File: src/rtl/lock_judge_pkg.sv
package lock_judge_pkg;

  // Strobes from control to datapath; at most one is high in any cycle.
  typedef struct packed {
    logic clearAll;  // return level and flag to neutral
    logic freeze;    // hold level and flag
    logic doFill;    // add fill amount
    logic doDrain;   // subtract drain amount
  } lvlCmd_t;

endpackage

File: src/rtl/lock_judge_mag.sv
module lock_judge_mag #(
  parameter int ERR_W = 24,
  parameter int THR_W = 16
) (
  input  logic signed [ERR_W-1:0] errSample,
  input  logic        [THR_W-1:0] threshold,
  output logic                    inWindow
);

  localparam int CMP_W = (ERR_W > THR_W) ? ERR_W : THR_W;

  logic [ERR_W-1:0] magU;
  logic [CMP_W-1:0] magWide;
  logic [CMP_W-1:0] thrWide;

  // Two's-complement magnitude; the most negative code maps to 2^(ERR_W-1).
  always_comb begin
    if (errSample[ERR_W-1]) magU = ~errSample + ERR_W'(1);
    else                    magU = errSample;
  end

  assign magWide  = CMP_W'(magU);
  assign thrWide  = CMP_W'(threshold);
  assign inWindow = (magWide <= thrWide);

endmodule

File: src/rtl/lock_judge_ctl.sv
module lock_judge_ctl
  import lock_judge_pkg::*;
#(
  parameter int ERR_W = 24,
  parameter int THR_W = 16
) (
  input  logic                    sampleValid,
  input  logic signed [ERR_W-1:0] errSample,
  input  logic        [THR_W-1:0] threshold,
  input  logic                    holdoverMode,
  input  logic                    switchActive,
  output lvlCmd_t                 cmd
);

  logic inWindow;
  logic normalOp;

  lock_judge_mag #(.ERR_W(ERR_W), .THR_W(THR_W)) i_mag (
    .errSample (errSample),
    .threshold (threshold),
    .inWindow  (inWindow)
  );

  // Holdover outranks switchover; samples act only in normal operation.
  assign normalOp = !holdoverMode && !switchActive;

  always_comb begin
    cmd.clearAll = holdoverMode;
    cmd.freeze   = switchActive && !holdoverMode;
    cmd.doFill   = normalOp && sampleValid && inWindow;
    cmd.doDrain  = normalOp && sampleValid && !inWindow;
  end

endmodule

File: src/rtl/lock_judge_dp.sv
module lock_judge_dp
  import lock_judge_pkg::*;
#(
  parameter int AMT_W     = 8,
  parameter int SAT_BOUND = 2047,
  parameter int HIGH_MARK = 1024,
  parameter int LOW_MARK  = -1024
) (
  input  logic             clk,
  input  logic             rstN,
  input  lvlCmd_t          cmd,
  input  logic [AMT_W-1:0] fillAmt,
  input  logic [AMT_W-1:0] drainAmt,
  output logic             lockQ
);

  localparam int LVL_W = $clog2(SAT_BOUND + 1) + 1;
  localparam int SUM_W = ((LVL_W > AMT_W) ? LVL_W : AMT_W) + 2;

  localparam logic signed [SUM_W-1:0] SAT_HI  = SUM_W'(SAT_BOUND);
  localparam logic signed [SUM_W-1:0] SAT_LO  = -SUM_W'(SAT_BOUND);
  localparam logic signed [SUM_W-1:0] HI_W    = SUM_W'(HIGH_MARK);
  localparam logic signed [SUM_W-1:0] LO_W    = SUM_W'(LOW_MARK);
  localparam logic signed [LVL_W-1:0] SAT_L   = LVL_W'(SAT_BOUND);
  localparam logic signed [LVL_W-1:0] HI_L    = LVL_W'(HIGH_MARK);
  localparam logic signed [LVL_W-1:0] LO_L    = LVL_W'(LOW_MARK);

  logic signed [LVL_W-1:0] level;
  logic signed [LVL_W-1:0] levelNext;
  logic signed [SUM_W-1:0] levelWide;
  logic signed [SUM_W-1:0] fillWide;
  logic signed [SUM_W-1:0] drainWide;
  logic signed [SUM_W-1:0] stepped;
  logic signed [SUM_W-1:0] satWide;
  logic                    lockNext;

  assign levelWide = SUM_W'(level);
  assign fillWide  = SUM_W'(fillAmt);
  assign drainWide = SUM_W'(drainAmt);

  always_comb begin
    if (cmd.doFill)       stepped = levelWide + fillWide;
    else if (cmd.doDrain) stepped = levelWide - drainWide;
    else                  stepped = levelWide;

    if (stepped > SAT_HI)      satWide = SAT_HI;
    else if (stepped < SAT_LO) satWide = SAT_LO;
    else                       satWide = stepped;
    levelNext = LVL_W'(satWide);

    // Hysteresis: only a strict crossing of a mark moves the flag.
    if (satWide > HI_W)      lockNext = 1'b1;
    else if (satWide < LO_W) lockNext = 1'b0;
    else                     lockNext = lockQ;
  end

  always_ff @(posedge clk) begin
    if (!rstN || cmd.clearAll) begin
      level <= '0;
      lockQ <= 1'b0;
    end else if (!cmd.freeze) begin
      level <= levelNext;
      lockQ <= lockNext;
    end
  end


  level_bound_chk: assert property (@(posedge clk) disable iff (!rstN)
    (level <= SAT_L) && (level >= -SAT_L));


  one_action_chk: assert property (@(posedge clk) disable iff (!rstN)
    $onehot0({cmd.clearAll, cmd.freeze, cmd.doFill, cmd.doDrain}));


  idle_hold_chk: assert property (@(posedge clk) disable iff (!rstN)
    !(cmd.clearAll || cmd.freeze || cmd.doFill || cmd.doDrain)
      |=> $stable(level) && $stable(lockQ));


  fill_up_chk: assert property (@(posedge clk) disable iff (!rstN)
    (cmd.doFill && fillAmt != '0 && level < SAT_L) |=> (level > $past(level)));


  drain_down_chk: assert property (@(posedge clk) disable iff (!rstN)
    (cmd.doDrain && drainAmt != '0 && level > -SAT_L) |=> (level < $past(level)));


  lock_rise_chk: assert property (@(posedge clk) disable iff (!rstN)
    $rose(lockQ) |-> (level > HI_L));


  lock_fall_chk: assert property (@(posedge clk) disable iff (!rstN)
    $fell(lockQ) |-> ((level < LO_L) || $past(cmd.clearAll)));


  holdover_clear_chk: assert property (@(posedge clk) disable iff (!rstN)
    cmd.clearAll |=> (level == '0) && !lockQ);


  freeze_hold_chk: assert property (@(posedge clk) disable iff (!rstN)
    cmd.freeze |=> $stable(level) && $stable(lockQ));

endmodule

File: src/rtl/lock_judge.sv
module lock_judge
  import lock_judge_pkg::*;
#(
  parameter int ERR_W     = 24,
  parameter int THR_W     = 16,
  parameter int AMT_W     = 8,
  parameter int SAT_BOUND = 2047,
  parameter int HIGH_MARK = 1024,
  parameter int LOW_MARK  = -1024
) (
  input  logic                    clk,
  input  logic                    rstN,
  input  logic                    sampleValid,
  input  logic signed [ERR_W-1:0] errSample,
  input  logic        [THR_W-1:0] threshold,
  input  logic        [AMT_W-1:0] fillAmt,
  input  logic        [AMT_W-1:0] drainAmt,
  input  logic                    holdoverMode,
  input  logic                    switchActive,
  output logic                    lockFlag
);

  lvlCmd_t cmd;
  logic    lockQ;

  lock_judge_ctl #(.ERR_W(ERR_W), .THR_W(THR_W)) i_ctl (
    .sampleValid  (sampleValid),
    .errSample    (errSample),
    .threshold    (threshold),
    .holdoverMode (holdoverMode),
    .switchActive (switchActive),
    .cmd          (cmd)
  );

  lock_judge_dp #(
    .AMT_W     (AMT_W),
    .SAT_BOUND (SAT_BOUND),
    .HIGH_MARK (HIGH_MARK),
    .LOW_MARK  (LOW_MARK)
  ) i_dp (
    .clk      (clk),
    .rstN     (rstN),
    .cmd      (cmd),
    .fillAmt  (fillAmt),
    .drainAmt (drainAmt),
    .lockQ    (lockQ)
  );

  // Free-run/holdover reads unlocked in the same cycle it is raised.
  assign lockFlag = lockQ && !holdoverMode;


  holdover_unlock_chk: assert property (@(posedge clk) disable iff (!rstN)
    $past(holdoverMode) |-> !lockQ);

endmodule

File: config.mk
export PLATFORM = sky130hd
export DESIGN_NAME = lock_judge
export DESIGN_NICKNAME = d
export VERILOG_FILES = /design/src/rtl/lock_judge_pkg.sv /design/src/rtl/lock_judge_mag.sv /design/src/rtl/lock_judge_ctl.sv /design/src/rtl/lock_judge_dp.sv /design/src/rtl/lock_judge.sv
export SDC_FILE = /design/constraint.sdc
export NUM_CORES = 1
export LEC_CHECK = 0
export ABC_AREA = 1
export BUFFER_PORTS_ARGS = -buffer_cell sky130_fd_sc_hd__buf_2
export CAP_MARGIN = 10
export CORE_ASPECT_RATIO = 1.2
export CORE_MARGIN = 5
export CORE_UTILIZATION = 57
export CTS_BUF_LIST = sky130_fd_sc_hd__clkbuf_4 sky130_fd_sc_hd__clkbuf_8 sky130_fd_sc_hd__clkbuf_16
export CTS_CLUSTER_DIAMETER = 80
export DETAILED_ROUTE_END_ITERATION = 10
export MAX_ROUTING_LAYER = met4
export PLACE_DENSITY = 0.94
export SLEW_MARGIN = 10
export SYNTH_ARGS = -nofsm -noshare
export SYNTH_HDL_FRONTEND = slang
export SYNTH_HIERARCHICAL = 1
export SYNTH_SLANG_ARGS = --single-unit
File: constraint.sdc
create_clock -name clk -period 7.1 [get_ports clk]
set_input_delay 1.775 -clock clk [delete_from_list [all_inputs] [get_ports clk]]
set_output_delay 1.775 -clock clk [all_outputs]
set_load 0.02 [all_outputs]
== Word-level counts from Yosys, hierarchy flattened ==
Cells that the tools add are included.

* Shifts and indexed selects: 0
* Muxes and demuxes: 7
* Add/subtract/negate cells: 3
* Bitwise logic cells: 2
* Order comparisons: 5
* Reductions and logical operators: 13
* Multiply operators: 0
* Divide/modulo/power cells: 0
* Eq/ne operators: 0

{| class="wikitable"
|+ Operators with widths
! kind !! count
|-
| $mux W14 || 4
|-
| $gt A14 B12 Y1 const B || 2
|-
| $add A24 B2 Y24 const B || 1
|-
| $le A24 B16 Y1 || 1
|-
| $mux W24 || 1
|-
| $not A24 Y24 || 1
|-
| $lt A14 B11 Y1 const B || 1
|-
| $lt A14 B12 Y1 const B || 1
|-
| $add A12 B9 Y13 || 1
|-
| $sub A12 B9 Y13 || 1
|-
| $logic_and A1 B1 Y1 || 6
|-
| $logic_not A1 Y1 || 4
|-
| $mux W1 || 2
|-
| $reduce_and A2 Y1 || 1
|-
| $reduce_bool A2 Y1 || 1
|-
| $logic_or A1 B1 Y1 || 1
|-
| $not A1 Y1 || 1
|}

* Bits of input ports: 61
* ROM bits: 0
* Latch bits: 0
* Word-level logic and storage cells: 32
* Memories kept: 0
* Flip-flop bits (word level): 13
* Bits in writable memories: 0

== Logic depth before layout (Yosys ltp) ==
* Word-level depth: 14
* Gate-level depth with buffers: 43

== By module ==
Netlist, hierarchy kept.

{| class="wikitable"
|+ Modules (own cells, without submodules)
! module !! area an instance (um^2) !! instances !! cells each !! sequential area each (um^2)
|-
| lock_judge_dp || 1,866.8 || 1 || 315 || 260.2
|-
| lock_judge_mag || 1,121.1 || 1 || 210 || 0.0
|-
| lock_judge_ctl || 33.8 || 1 || 8 || 0.0
|-
| lock_judge || 10.0 || 1 || 2 || 0.0
|}

== Worst setup path before layout ==
Ideal clock, no wire load.

* Path type: input to register
* From: in errSample[0]
* To: reg i_dp.lockQ
* Required time: 6.986 ns
* Setup time: 0.114 ns
* Stages on the path: 38
* Data arrival time: 5.603 ns
* Buffers on the path: 1
* Path slack: 1.383 ns
* Path through: inv_1 > ha_1 > nand2_2 > nand2_2 > nand2_2 > nor2_4 > xnor2_1 > ha_1 > nand2_1 > nor3_1 > nand3_1 > nand2_1 > nand2_1 > nor3_2 > inv_1 > nor2_1 > buf_4 > inv_2 > [2 not listed] > nand3_1 > nor3_1 > nand4_1 > o31ai_1 > ha_1 > inv_1 > nand3_1 > nand2_1 > inv_1 > nand2_1 > nor2_1 > nand3_1 > nor2_1 > nand3_1 > nand2_1 > nand2_1 > nand2_1 > a21oi_2

{| class="wikitable"
|+ RTL lines
! item !! RTL line !! source
|-
| from (decl) || lock_judge.sv:14 || <nowiki>input logic signed [ERR_W-1:0] errSample,</nowiki>
|-
| to (signal assigned) || lock_judge_dp.sv:63 || <nowiki>lockQ <= lockNext;</nowiki>
|-
| to (decl) || lock_judge_dp.sv:14 || <nowiki>output logic lockQ</nowiki>
|}

==> results.tsv <==
metric	value	unit
antenna_cells	0	
fin_skew	0.002670	ns
cp.arrival	6.67	ns
fin_crit_sh	92.03	%
endpoint_kind	flop	
synth_cell_types	39	
hold_viol	0	
place_ws	0.3940	ns
grt_antenna_before_repair	0	
cts-htree-levels	1	
synth_seq_cells	13	
syn_nets	632	
top_layer	met4	
tns	0	ns
post-route-cell-area	3426	µm²
total_power	0.0003549	W
holdBufCountCts	0	
startpoint	errSample[0]	
fin_nets	691	
drv_slew	0	
status	finished clean	
drive_gt1_share	18.38	%
fmax	153.0	MHz
dr.pass1.iters	5	
leakage	1.962	nW
cp-endpoint	i_dp/lockQ	
die_y	89.89	µm
ff2ff_path_depth	26	
ant_nets	0	
finalSetupViolations	0	
vias	3596	
slew_headroom	44.10	%
tightest_slew	0.8354	ns
grt-ovfl-total	0	
cts_resized	0	
tritoncts	done	
synth_fa_ha_area_share	15.35	%
totalWireLength	8132	µm
synth_edf_count	0	
wl_per_cell	12.42	µm
initial_core_util	58.02	%
portBuffers	61	
synth-simple-area-share	44.86	%
clk_pin_slew_worst_paths	0.06	ns
synthCells	535	
synthXorXnorAreaFrac	4.870	%
ir_drop	53.31	µV
area_growth	13.00	%
met1Wirelength	2990	µm
netlist.area_leader.share	19.07	%
grt_pass1_wl	13980	µm
drt_iter0_drc	183	
drc	0	
cp.buffers_inverters	6	
worstReg2RegStart	i_dp/level[0]	
core_area	5225	µm²
dieArea	6883	µm²
rrSetupSlack	3.43	ns
critPathMaxStageDelay	0.32	ns
worstSetupPathType	input pin to flop	
async_reset_ff_share	0	%
grt_usage	23.65	%
synth_compound_area_share	12.71	%
critPathTopFamily	simple AND/OR/NAND/NOR gates	
wl_met3	549	µm
fill_cells	477	
wl_met2	4254	µm
ys_top_cells_by_count	nand2_1 (154), inv_1 (92), nor2_1 (57), nand3_1 (42), ha_1 (34)	
std_cell_rows	29	
seq_area_frac_synth	8.584	%
grt_pass1_vias	3596	
crit_slowest_cell	ha_1	
cts_made_buffers	3	
via_per_inst	5.490	
regToRegEndpoint	i_dp/lockQ	
post_cts_buffers	0	
synthMuxAreaShare	0	%
hold_class	flop to flop	
cts_root_buf	clkbuf_8	
critical_path_required	7.24	ns
powerDensity	103.6	nW/µm²
ios	62	
yosys_warnings	6	
grt_max_degree	25	
cp-start-kind	input pin	
fin_crit	6.534	ns
synth_top_family_by_area	simple AND/OR/NAND/NOR gates	
place_area	3372	µm²
clock_sinks	13	
cap_violations	0	
synth_most_common_cell	nand2_1	
synth_area_leaders	nand2_1 (19%), ha_1 (14%), inv_1 (11%), dfxtp_1 (8.6%), nor2_1 (7.1%)	
cp.depth	37	
synth_top_flop_cell	dfxtp_1	
die_w	76.58	µm
netlist_area	3032	µm²
clkLatencyLatePin	0.24	ns
post-dp-hpwl	6936	µm
path_max_fanout	13	
cts_buffer_depth	2	
cp_common_cell	nand2_1	
fin_ws	0.5656	ns
syn_avg_cell_area	5.667	µm²
synth_area_leader_cell	nand2_1	
place_congestion	1.005	
[placed cells by master (no fill, tap or decap), types with 2 or more instances in the layout]
cell type	synthesis	routed
a21o_1	3	3
a21oi_1	24	24
a21oi_2	2	2
buf_2	4	61
clkbuf_8	0	3
dfxtp_1	13	13
fa_1	2	2
ha_1	34	34
inv_1	92	92
inv_2	3	3
nand2_1	154	154
nand2_2	11	11
nand3_1	42	42
nand3_2	6	6
nand3b_1	3	3
nand4_1	9	9
nor2_1	57	55
nor2_2	9	11
nor3_1	4	4
o211ai_1	6	6
o21ai_0	14	14
o21ai_1	6	6
o221ai_1	2	2
o31ai_1	2	2
or2_1	2	2
xnor2_1	7	7
xor2_1	8	8
[cell families (layout without fill, tap and decap cells)]
| kind of cell | count (synthesis) | count (layout) |
|---|---|---|
| AO/OA/AOI/OAI | 64 | 64 |
| XOR/XNOR | 16 | 16 |
| flip-flops | 13 | 13 |
| AND/OR/NAND/NOR | 302 | 302 |
| adder cells (fa/ha/maj) | 36 | 36 |
| buffers and inverters | 104 | 162 |
[metal layers]
metal	GRT usage, %	vias up
met5	-	-
met4	11.08	0
met3	1.900	33
met2	45.71	154
met1	23.34	1586
li1	-	1823
[area by class of cell]
cell class	count	area, µm²	share of cell area (%)
Multi-Input combinational cell	418	2364	68.99
Sequential cell	13	260.3	7.597
Inverter	96	362.8	10.59
Clock buffer	4	48.80	1.424
Timing Repair Buffer	62	312.8	9.131
Tap cell	62	77.57	2.264
[sequential cells by signal, indices dropped and copies added (netlist names)]
| signal | cells |
|---|---|
| i_dp/level | 12 |
| i_dp/lockQ | 1 |
[worst min path at each step]
stage	start	end	slack, ns	depth (start not counted)
2_1_floorplan	i_dp/lockQ	i_dp/lockQ	0.45	2
3_3_place_gp	i_dp/lockQ	i_dp/lockQ	0.48	2
3_5_place_dp	i_dp/lockQ	i_dp/lockQ	0.48	2
4_1_cts	i_dp/lockQ	i_dp/lockQ	0.49	2
5_1_grt	i_dp/lockQ	i_dp/lockQ	0.52	2
6_report	i_dp/lockQ	i_dp/lockQ	0.50	2
[power breakdown]
group / internal, W / switching [W]
Clock: 0.0000434 / 0.0000268
Sequential: 0.0000776 / 0.00000652
Combinational: 0.0000781 / 0.000123
[worst min-delay path: stages (launching register included)]
cell,delay [ns]
dfxtp_1,0.32
nand2_1,0.08
a21oi_2,0.05
[stage by stage]
step           cells  utilization [%]  hold WS, ns
6_report         655            65.57       0.4954
5_1_grt          655            65.57       0.5218
4_1_cts          655            65.47       0.4926
3_5_place_dp     651            64.54       0.4843
3_3_place_gp     651            64.54       0.4820
2_1_floorplan    535                -       0.4529
Note: power is estimated with default switching activity, not from simulation.
